===== src/rtl/dbg_cnt_pkg.sv =====
package dbg_cnt_pkg;
  typedef enum logic [1:0] {
    MODE_IDLE   = 2'b00,
    MODE_BYTES  = 2'b01,
    MODE_CYCLES = 2'b10,
    MODE_BREAK  = 2'b11
  } cnt_mode_e;
endpackage


===== src/rtl/dbg_cnt_reg.sv =====
module dbg_cnt_reg
  import dbg_cnt_pkg::*;
#(
  parameter int unsigned W = 16
) (
  input  logic         clk_i,
  input  logic         rst_ni,
  input  logic         wr_en_i,
  input  logic [W-1:0] wr_data_i,
  input  cnt_mode_e    wr_mode_i,
  input  logic         byte_stb_i,
  input  logic         cpu_ce_i,
  output logic [W-1:0] cnt_o,
  output cnt_mode_e    mode_o,
  output logic         done_o
);
  localparam logic [W-1:0] ONE = W'(1);

  logic [W-1:0] cnt_q;
  cnt_mode_e    mode_q;
  logic         done_q;
  logic         dec_req, dec;

  always_comb begin
    unique case (mode_q)
      MODE_BYTES:  dec_req = byte_stb_i;
      MODE_CYCLES: dec_req = cpu_ce_i;
      default:     dec_req = 1'b0;
    endcase
  end

  // saturate at zero in both counting modes
  assign dec = dec_req && (cnt_q != '0);

  always_ff @(posedge clk_i or negedge rst_ni) begin
    if (!rst_ni) begin
      cnt_q  <= '0;
      mode_q <= MODE_IDLE;
      done_q <= 1'b0;
    end else if (wr_en_i) begin
      cnt_q  <= wr_data_i;
      mode_q <= wr_mode_i;
      done_q <= 1'b0;
    end else begin
      done_q <= dec && (mode_q == MODE_BYTES) && (cnt_q == ONE);
      if (dec) cnt_q <= cnt_q - ONE;
    end
  end

  assign cnt_o  = cnt_q;
  assign mode_o = mode_q;
  assign done_o = done_q;


  never_up_chk: assert property (@(posedge clk_i) disable iff (!rst_ni)
    !wr_en_i |=> cnt_q <= $past(cnt_q));

  done_single_chk: assert property (@(posedge clk_i) disable iff (!rst_ni)
    done_q |=> !done_q);

  sat_zero_chk: assert property (@(posedge clk_i) disable iff (!rst_ni)
    (mode_q == MODE_CYCLES && cnt_q == '0 && !wr_en_i) |=> cnt_q == '0);

  idle_hold_chk: assert property (@(posedge clk_i) disable iff (!rst_ni)
    (mode_q == MODE_IDLE && !wr_en_i) |=> $stable(cnt_q));

  brk_hold_chk: assert property (@(posedge clk_i) disable iff (!rst_ni)
    (mode_q == MODE_BREAK && !wr_en_i) |=> $stable(cnt_q));
endmodule


===== src/rtl/dbg_brk_cmp.sv =====
module dbg_brk_cmp
  import dbg_cnt_pkg::*;
#(
  parameter int unsigned W = 16
) (
  input  logic         clk_i,
  input  logic         rst_ni,
  input  logic         wr_en_i,
  input  cnt_mode_e    mode_i,
  input  logic [W-1:0] cnt_i,
  input  logic [W-1:0] pc_i,
  input  logic         fetch_vld_i,
  output logic         brk_o
);
  logic armed_q;
  logic hit;

  assign hit = armed_q && (mode_i == MODE_BREAK) && fetch_vld_i && (pc_i == cnt_i);

  // a write re-arms; first hit disarms
  always_ff @(posedge clk_i or negedge rst_ni) begin
    if (!rst_ni)      armed_q <= 1'b0;
    else if (wr_en_i) armed_q <= 1'b1;
    else if (hit)     armed_q <= 1'b0;
  end

  assign brk_o = hit;


  brk_oneshot_chk: assert property (@(posedge clk_i) disable iff (!rst_ni)
    (brk_o && !wr_en_i) |=> !brk_o);

  brk_mode_chk: assert property (@(posedge clk_i) disable iff (!rst_ni)
    brk_o |-> mode_i == MODE_BREAK);
endmodule


===== src/rtl/dbg_count_brk.sv =====
module dbg_count_brk
  import dbg_cnt_pkg::*;
#(
  parameter int unsigned W = 16
) (
  input  logic         clk_i,
  input  logic         rst_ni,
  input  logic         wr_en_i,
  input  logic [W-1:0] wr_data_i,
  input  logic [1:0]   mode_i,
  output logic [W-1:0] rd_data_o,
  input  logic         byte_stb_i,
  input  logic         cpu_ce_i,
  input  logic [W-1:0] pc_i,
  input  logic         fetch_vld_i,
  output logic         brk_o,
  output logic         cnt_done_o
);
  logic [W-1:0] cnt;
  cnt_mode_e    mode;

  dbg_cnt_reg #(.W(W)) u_reg (
    .clk_i      (clk_i),
    .rst_ni     (rst_ni),
    .wr_en_i    (wr_en_i),
    .wr_data_i  (wr_data_i),
    .wr_mode_i  (cnt_mode_e'(mode_i)),
    .byte_stb_i (byte_stb_i),
    .cpu_ce_i   (cpu_ce_i),
    .cnt_o      (cnt),
    .mode_o     (mode),
    .done_o     (cnt_done_o)
  );

  dbg_brk_cmp #(.W(W)) u_brk (
    .clk_i       (clk_i),
    .rst_ni      (rst_ni),
    .wr_en_i     (wr_en_i),
    .mode_i      (mode),
    .cnt_i       (cnt),
    .pc_i        (pc_i),
    .fetch_vld_i (fetch_vld_i),
    .brk_o       (brk_o)
  );

  // readback is always inverted
  assign rd_data_o = ~cnt;


  done_at_zero_chk: assert property (@(posedge clk_i) disable iff (!rst_ni)
    cnt_done_o |-> rd_data_o == '1);

  wr_load_chk: assert property (@(posedge clk_i) disable iff (!rst_ni)
    wr_en_i |=> rd_data_o == ~$past(wr_data_i));
endmodule


===== config.mk =====
export PLATFORM = sky130hd
export DESIGN_NAME = dbg_count_brk
export DESIGN_NICKNAME = d
export VERILOG_FILES = /design/src/rtl/dbg_cnt_pkg.sv /design/src/rtl/dbg_cnt_reg.sv /design/src/rtl/dbg_brk_cmp.sv /design/src/rtl/dbg_count_brk.sv
export SDC_FILE = /design/constraint.sdc
export NUM_CORES = 1
export LEC_CHECK = 0
export BUFFER_PORTS_ARGS = -buffer_cell sky130_fd_sc_hd__buf_2
export CORE_ASPECT_RATIO = 1.1
export CORE_MARGIN = 1
export CORE_UTILIZATION = 50
export CTS_CLUSTER_DIAMETER = 80
export DETAILED_ROUTE_END_ITERATION = 8
export PLACE_DENSITY = 0.91
export SYNTH_ARGS = -nofsm -noshare
export SYNTH_HDL_FRONTEND = slang
export SYNTH_SLANG_ARGS = --single-unit

===== constraint.sdc =====
create_clock -name clk_i -period 3.8 [get_ports clk_i]
set_input_delay 0.19 -clock clk_i [delete_from_list [all_inputs] [get_ports clk_i]]
set_output_delay 0.19 -clock clk_i [all_outputs]
set_load 0.005 [all_outputs]

==> results of run 1 <==
[worst max-delay path, stage by stage, from the launching register on]
cell	delay (ns)
dfrtp_1	0.46
inv_1	0.13
ha_1	0.20
or3b_1	0.45
nor4_2	0.61
a311oi_1	0.19
a221o_1	0.28
[metrics by stage]
stage               hold slack, ns  power (mW)  setup WS, ns  cells  utilization
floorplan                   -0.106       0.354          1.57    184            -
global placement             0.174       0.420          1.50    267        0.641
finish                      0.0877       0.549          1.37    272        0.658
CTS                         0.0747       0.552          1.41    272        0.658
detailed placement           0.173       0.424          1.44    267        0.641
global route                0.0733       0.588          1.29    272        0.658
[state kept, by name, indices dropped and copies added (netlist names)]
name and count:
u_reg.mode_o 2, u_reg.cnt_o 16, u_reg.done_o 1, u_brk.armed_q 1
[cell usage after synthesis (all sizes together) (7+ instances only)]
cell type	number
dfrtp	20
inv	18
nand2	18
nand3	10
nand4	8
nor2	17
nor3	7
nor4	9
or4	7
xnor2	8
xor2	8
[report_power, final]
part           switching, mW  internal, mW  leakage, nW  total, mW
sequential            0.0325         0.231        0.235      0.264
clock                 0.0673        0.0585       0.0210      0.126
combinational         0.0873        0.0727        0.592      0.160
[cell families (layout without fill, tap and decap cells)]
| logic type | count (synthesis) | in the layout | synth area share |
|---|---|---|---|
| xor gates and xnor gates | 16 | 16 | 0.0923 |
| and+or+nand+nor | 86 | 86 | 0.309 |
| AOI/OAI and AO/OA | 30 | 30 | 0.155 |
| DFF | 20 | 20 | 0.330 |
| buffers and inverters | 27 | 82 | 0.0725 |
| adders and majority gates | 5 | 5 | 0.0412 |
[cell type report]
cell class / instances / share of cell area
clock buffer: 4 / 0.0195
inverter: 19 / 0.0384
multi-input combinational: 137 / 0.488
sequential: 20 / 0.269
tap: 33 / 0.0222
timing repair buffer: 59 / 0.163
[worst max-delay path by stage]
stage                           end  slack, ns            from
floorplan            u_reg.cnt_o[3]       1.57  u_reg.cnt_o[0]
global placement     u_reg.cnt_o[2]       1.50  u_reg.cnt_o[0]
detailed placement   u_reg.cnt_o[2]       1.44  u_reg.cnt_o[0]
CTS                  u_reg.cnt_o[2]       1.41  u_reg.cnt_o[0]
global route        u_reg.cnt_o[14]       1.29  u_reg.cnt_o[0]
finish              u_reg.cnt_o[14]       1.37  u_reg.cnt_o[0]
[metal layers]
| metal | vias up | GRT usage |
|---|---|---|
| met2 | 70 | 0.458 |
| met3 | 6 | 0.0305 |
| met5 | - | 0 |
| li1 | 787 | - |
| met4 | 0 | 0.0952 |
| met1 | 769 | 0.353 |
[what timing repair did]
| item | 4_1_cts | 5_1_grt |
|---|---|---|
| hold buffers | 1 | 0 |
| endpoints found under the hold margin | 20 | 0 |
| setup buffers | 0 | 0 |
==> impl_metrics.csv, run 1 <==
group,metric,value,unit
run_status,status,"finished clean",
clocking,clk_latency,0.30,ns
logic_synthesis,synth_top_area_frac,0.330,
grt,grt_antenna_before_repair,0,
power,p_per_area,295,nW/um^2
sta,drv_slew,0,
route,vias,1632,
route,post-route-drc-count,0,
floorplan,design.portCount,58,
placement,hpwl,3100,um
layout,multi_input_area,907,sq um
logic_synthesis,synth_area_leaders,"dfrtp_1, xnor2_1, xor2_1",
clocking,cts-resized-gates,0,
route,finalWirelength,4170,um
sta,fin_crit_sh,0.640,
route,wl_met1,1850,um
layout,antenna_cells,0,
logic_synthesis,syn-num-nets,229,
sta,rsz0062_at_grt,"no",
clocking,clk_pin_slew,0.11,ns
critical_path,r2r_start,"u_reg.cnt_o[0]",
flow_run,maxCapViolations,0,
floorplan,placeableCoreArea,2830,sq um
layout,final_cell_mix,"buf_2, dfrtp_1, inv_1, nand2_1, nor2_1",
placement,dpl_cell_area,1810,sq um
clocking,clockRootBuffer,"clkbuf_4",
floorplan,start_util,0.537,
sta,finalSetupViolations,0,
clocking,clockBufferDepth,2,
sta,finClkSkew,0.00160,ns
layout,seqCellArea,500,sq um
floorplan,die_h,59.8,um
critical_path,cp.required,4.00,ns
critical_path,critPathKind,"reg2reg",
logic_synthesis,synth_largest_area_cell,"dfrtp_1",
worst_hold_path,min_path_cells,3,
power,p_leak,0.849,nW
clocking,cts_tree,"built",
sta,fin_crit,2.43,ns
grt,grt_max_degree,32,
route,route.met3.wl,205,um
power,vdd_drop_max,0.177,mV
logic_synthesis,synth-seq-cells,20,
critical_path,ff2ff_path_depth,6,
floorplan,std_cell_rows,20,
logic_synthesis,synth_cell_types,38,
sta,hold_viol_final,0,
floorplan,die_w,54.5,um
grt,grt.total_usage,0.272,
clocking,cts.sinks,20,
logic_synthesis,ys.flop_type,"dfrtp_1",
sta,fmax,412,MHz
grt,grt_pass1_vias,1455,
sta,tns,0,ns
layout,mostFrequentLayoutCell,"buf_2",
grt,grt_overflow_total,0,
route,drtAntennaViolNets,0,
sta,relSlewSlack,0.484,
logic_synthesis,ys_seq_area_frac,0.330,
critical_path,reg2reg_slack,1.37,ns
critical_path,rr_endpoint,"u_reg.cnt_o[14]",
worst_hold_path,hold_path_end,"u_reg.cnt_o[2]",
sta,worst_slew_pin_slew,0.768,ns
logic_synthesis,avgSynthCellArea,8.25,sq um
route,wl_met2,2080,um
critical_path,crit_path_start_kind,"flip-flop",
clocking,cts_buffers,3,
critical_path,cp_max_fo,8,
worst_hold_path,hp-start,"wr_data_i[2]",
worst_hold_path,worstHoldPathType,"in2reg",
clocking,cts_max_level,1,
logic_synthesis,synth_edf_count,0,
route,drtIter0Drc,66,
logic_synthesis,netlist_instances,184,
route,via_per_inst,6.00,
route,wire_per_inst,15.3,um
logic_synthesis,ys_warn_count,0,
layout,drive_gt1_frac,0.301,
critical_path,arrival,2.63,ns
logic_synthesis,synthArstFlopShare,1.00,
route,top_layer,"met4",
layout,fill_cells,258,
placement,port_buffers,57,
logic_synthesis,syn_area,1520,sq um
floorplan,die-area,3260,sq um
layout,finalNetCount,285,
critical_path,critPathCaptureType,"flip-flop",
route,dr.pass1.iters,4,
placement,gp_congestion,0.831,
layout,syn_to_final_growth,22.5,%
grt,grt_pass1_wl,6400,um
layout,final_area,1860,sq um
(Power assumes the default switching activity.)
==> run 2, diff against run 1 <==
--- a/config.mk
+++ b/config.mk
@@ -8,10 +8,10 @@
 export BUFFER_PORTS_ARGS = -buffer_cell sky130_fd_sc_hd__buf_2
 export CORE_ASPECT_RATIO = 1.1
 export CORE_MARGIN = 1
-export CORE_UTILIZATION = 50
+export CORE_UTILIZATION = 44
 export CTS_CLUSTER_DIAMETER = 80
 export DETAILED_ROUTE_END_ITERATION = 8
-export PLACE_DENSITY = 0.91
+export PLACE_DENSITY = 0.86
 export SYNTH_ARGS = -nofsm -noshare
 export SYNTH_HDL_FRONTEND = slang
 export SYNTH_SLANG_ARGS = --single-unit
==> constraint.sdc (replaced) <==
create_clock -name clk_i -period 2 [get_ports clk_i]
set_input_delay 0.1 -clock clk_i [delete_from_list [all_inputs] [get_ports clk_i]]
set_output_delay 0.1 -clock clk_i [all_outputs]
set_load 0.005 [all_outputs]
==> impl_metrics.csv, run 2 (synthesized netlist as in run 1, its figures left out) <==
group,metric,value,unit
critical_path,ff2ff_path_depth,6,
clocking,cts_max_level,1,
route,dr.pass1.iters,7,
worst_hold_path,min_path_cells,3,
critical_path,arrival,2.34,ns
critical_path,rr_endpoint,"u_reg.cnt_o[2]",
critical_path,reg2reg_slack,-0.08,ns
layout,fin_util,0.683,
route,drtIter0Drc,128,
grt,grt_antenna_before_repair,0,
layout,finalNetCount,322,
sta,tns,-0.372,ns
floorplan,design.portCount,58,
route,wire_per_inst,16.6,um
clocking,clockBufferDepth,2,
critical_path,crit_path_start_kind,"flip-flop",
grt,grt_pass1_wl,7940,um
sta,fin_crit_sh,1.04,
sta,hold_viol_final,1,
floorplan,std_cell_rows,22,
placement,port_buffers,57,
layout,final_cell_mix,"buf_2, buf_4, dfrtp_1",
layout,antenna_cells,0,
critical_path,critPathKind,"reg2reg",
layout,fin_cells,312,
clocking,clk_pin_slew,0.12,ns
critical_path,cp-startpoint,"u_reg.cnt_o[1]",
critical_path,slowest_stage,"or4_4",
power,vdd_drop_max,0.284,mV
placement,gp_congestion,0.880,
placement,dpl_worst_slack,-0.102,ns
placement,hpwl,3560,um
sta,worst_slew_pin_slew,0.558,ns
run_status,status,"finished, violations left",
layout,drive_gt1_frac,0.442,
route,vias,1894,
grt,grt_overflow_total,0,
route,post-route-drc-count,3,
floorplan,placeableCoreArea,3300,sq um
grt,grt_max_degree,31,
worst_hold_path,hp-start,"mode_i[0]",
sta,finalSetupViolations,7,
sta,finClkSkew,0.00457,ns
grt,grt.total_usage,0.282,
critical_path,critPathCaptureType,"flip-flop",
clocking,cts.sinks,20,
critical_path,crit_family,"simple AND/OR/NAND/NOR gates",
sta,setup_slack,-0.0803,ns
floorplan,die_w,58.0,um
sta,relSlewSlack,0.626,
clocking,cts_tree,"built",
sta,whs,-0.00125,ns
sta,fin_crit,2.08,ns
sta,fmax,481,MHz
route,finalWirelength,5160,um
layout,largest_reg_flops,16,
placement,dp_cells,300,
power,p_per_area,530,nW/um^2
floorplan,die_h,63.6,um
run_status,failed_checks,"design-rule violations, negative hold slack, negative setup slack",
critical_path,r2r_start,"u_reg.cnt_o[1]",
layout,mostFrequentLayoutCell,"buf_2",
worst_hold_path,hold_path_end,"u_reg.mode_o[0]",
layout,syn_to_final_growth,48.6,%
floorplan,die-area,3690,sq um
critical_path,cp_max_fo,5,
critical_path,crit_buf_inv,1,
grt,grt_pass1_vias,1746,
critical_path,crit_chain,"inv_2 -> ha_4 -> or3b_4 -> or4_4 -> a311o_2 -> nand3_2",
power,p_total,1.20,mW
critical_path,cp.required,2.26,ns
route,via_per_inst,6.07,
clocking,cts_buffers,3,
sta,rsz0062_at_grt,"yes",
power,p_leak,1.06,nW
flow_run,maxCapViolations,0,
layout,final_area,2250,sq um
sta,drv_slew,0,
route,drtAntennaViolNets,0,
clocking,clk_latency,0.32,ns
worst_hold_path,worstHoldPathType,"in2reg",
placement,dpl_cell_area,2060,sq um
floorplan,start_util,0.459,
critical_path,cpPeakStageDelay,0.58,ns
clocking,clockRootBuffer,"clkbuf_4",
[run 2: worst reg2reg max path, stage by stage, from the launching register on]
cell,delay (ns)
dfrtp_1,0.41
inv_2,0.09
ha_4,0.13
or3b_4,0.40
or4_4,0.58
a311o_2,0.35
nand3_2,0.06
[run 2: how the worst max path moves through the flow]
stage                          end  slack, ns  depth (start not counted)
floorplan           u_reg.cnt_o[6]      -0.12                          7
global placement    u_reg.cnt_o[2]      -0.04                          6
detailed placement  u_reg.cnt_o[7]      -0.10                          8
CTS                 u_reg.cnt_o[2]      -0.09                          6
global route        u_reg.cnt_o[6]      -0.14                          6
finish              u_reg.cnt_o[2]      -0.08                          6
[run 2: power by group]
part	total [mW]	internal, mW	switching, mW
Combinational	0.481	0.224	0.258
Sequential	0.466	0.439	0.0271
Clock	0.248	0.111	0.136
Total	1.20	0.775	0.421
[run 2: timing repair]
item,CTS,global route
hold endpoints to repair,22,0
hold buffers,3,0
resized for setup,7,16
pin swaps,2,11
buffers inserted,1,2
endpoints found under the setup margin,15,17
cloned,2,0
[run 2: metal layers]
layer / GRT usage / up-vias / routed length [um]
li1: - / 870 / -
met1: 0.372 / 883 / 2130
met2: 0.451 / 114 / 2410
met3: 0.0287 / 27 / 450
met4: 0.143 / 0 / 176
met5: 0 / - / 0
[run 2: final cells by class]
cell class / instances / area (sq um)
Clock buffer: 4 / 36.3
Fill cell: 253 / 1050
Inverter: 19 / 71.3
Multi-Input combinational cell: 138 / 1020
Sequential cell: 20 / 500
Tap cell: 36 / 45.0
Timing Repair Buffer: 95 / 586
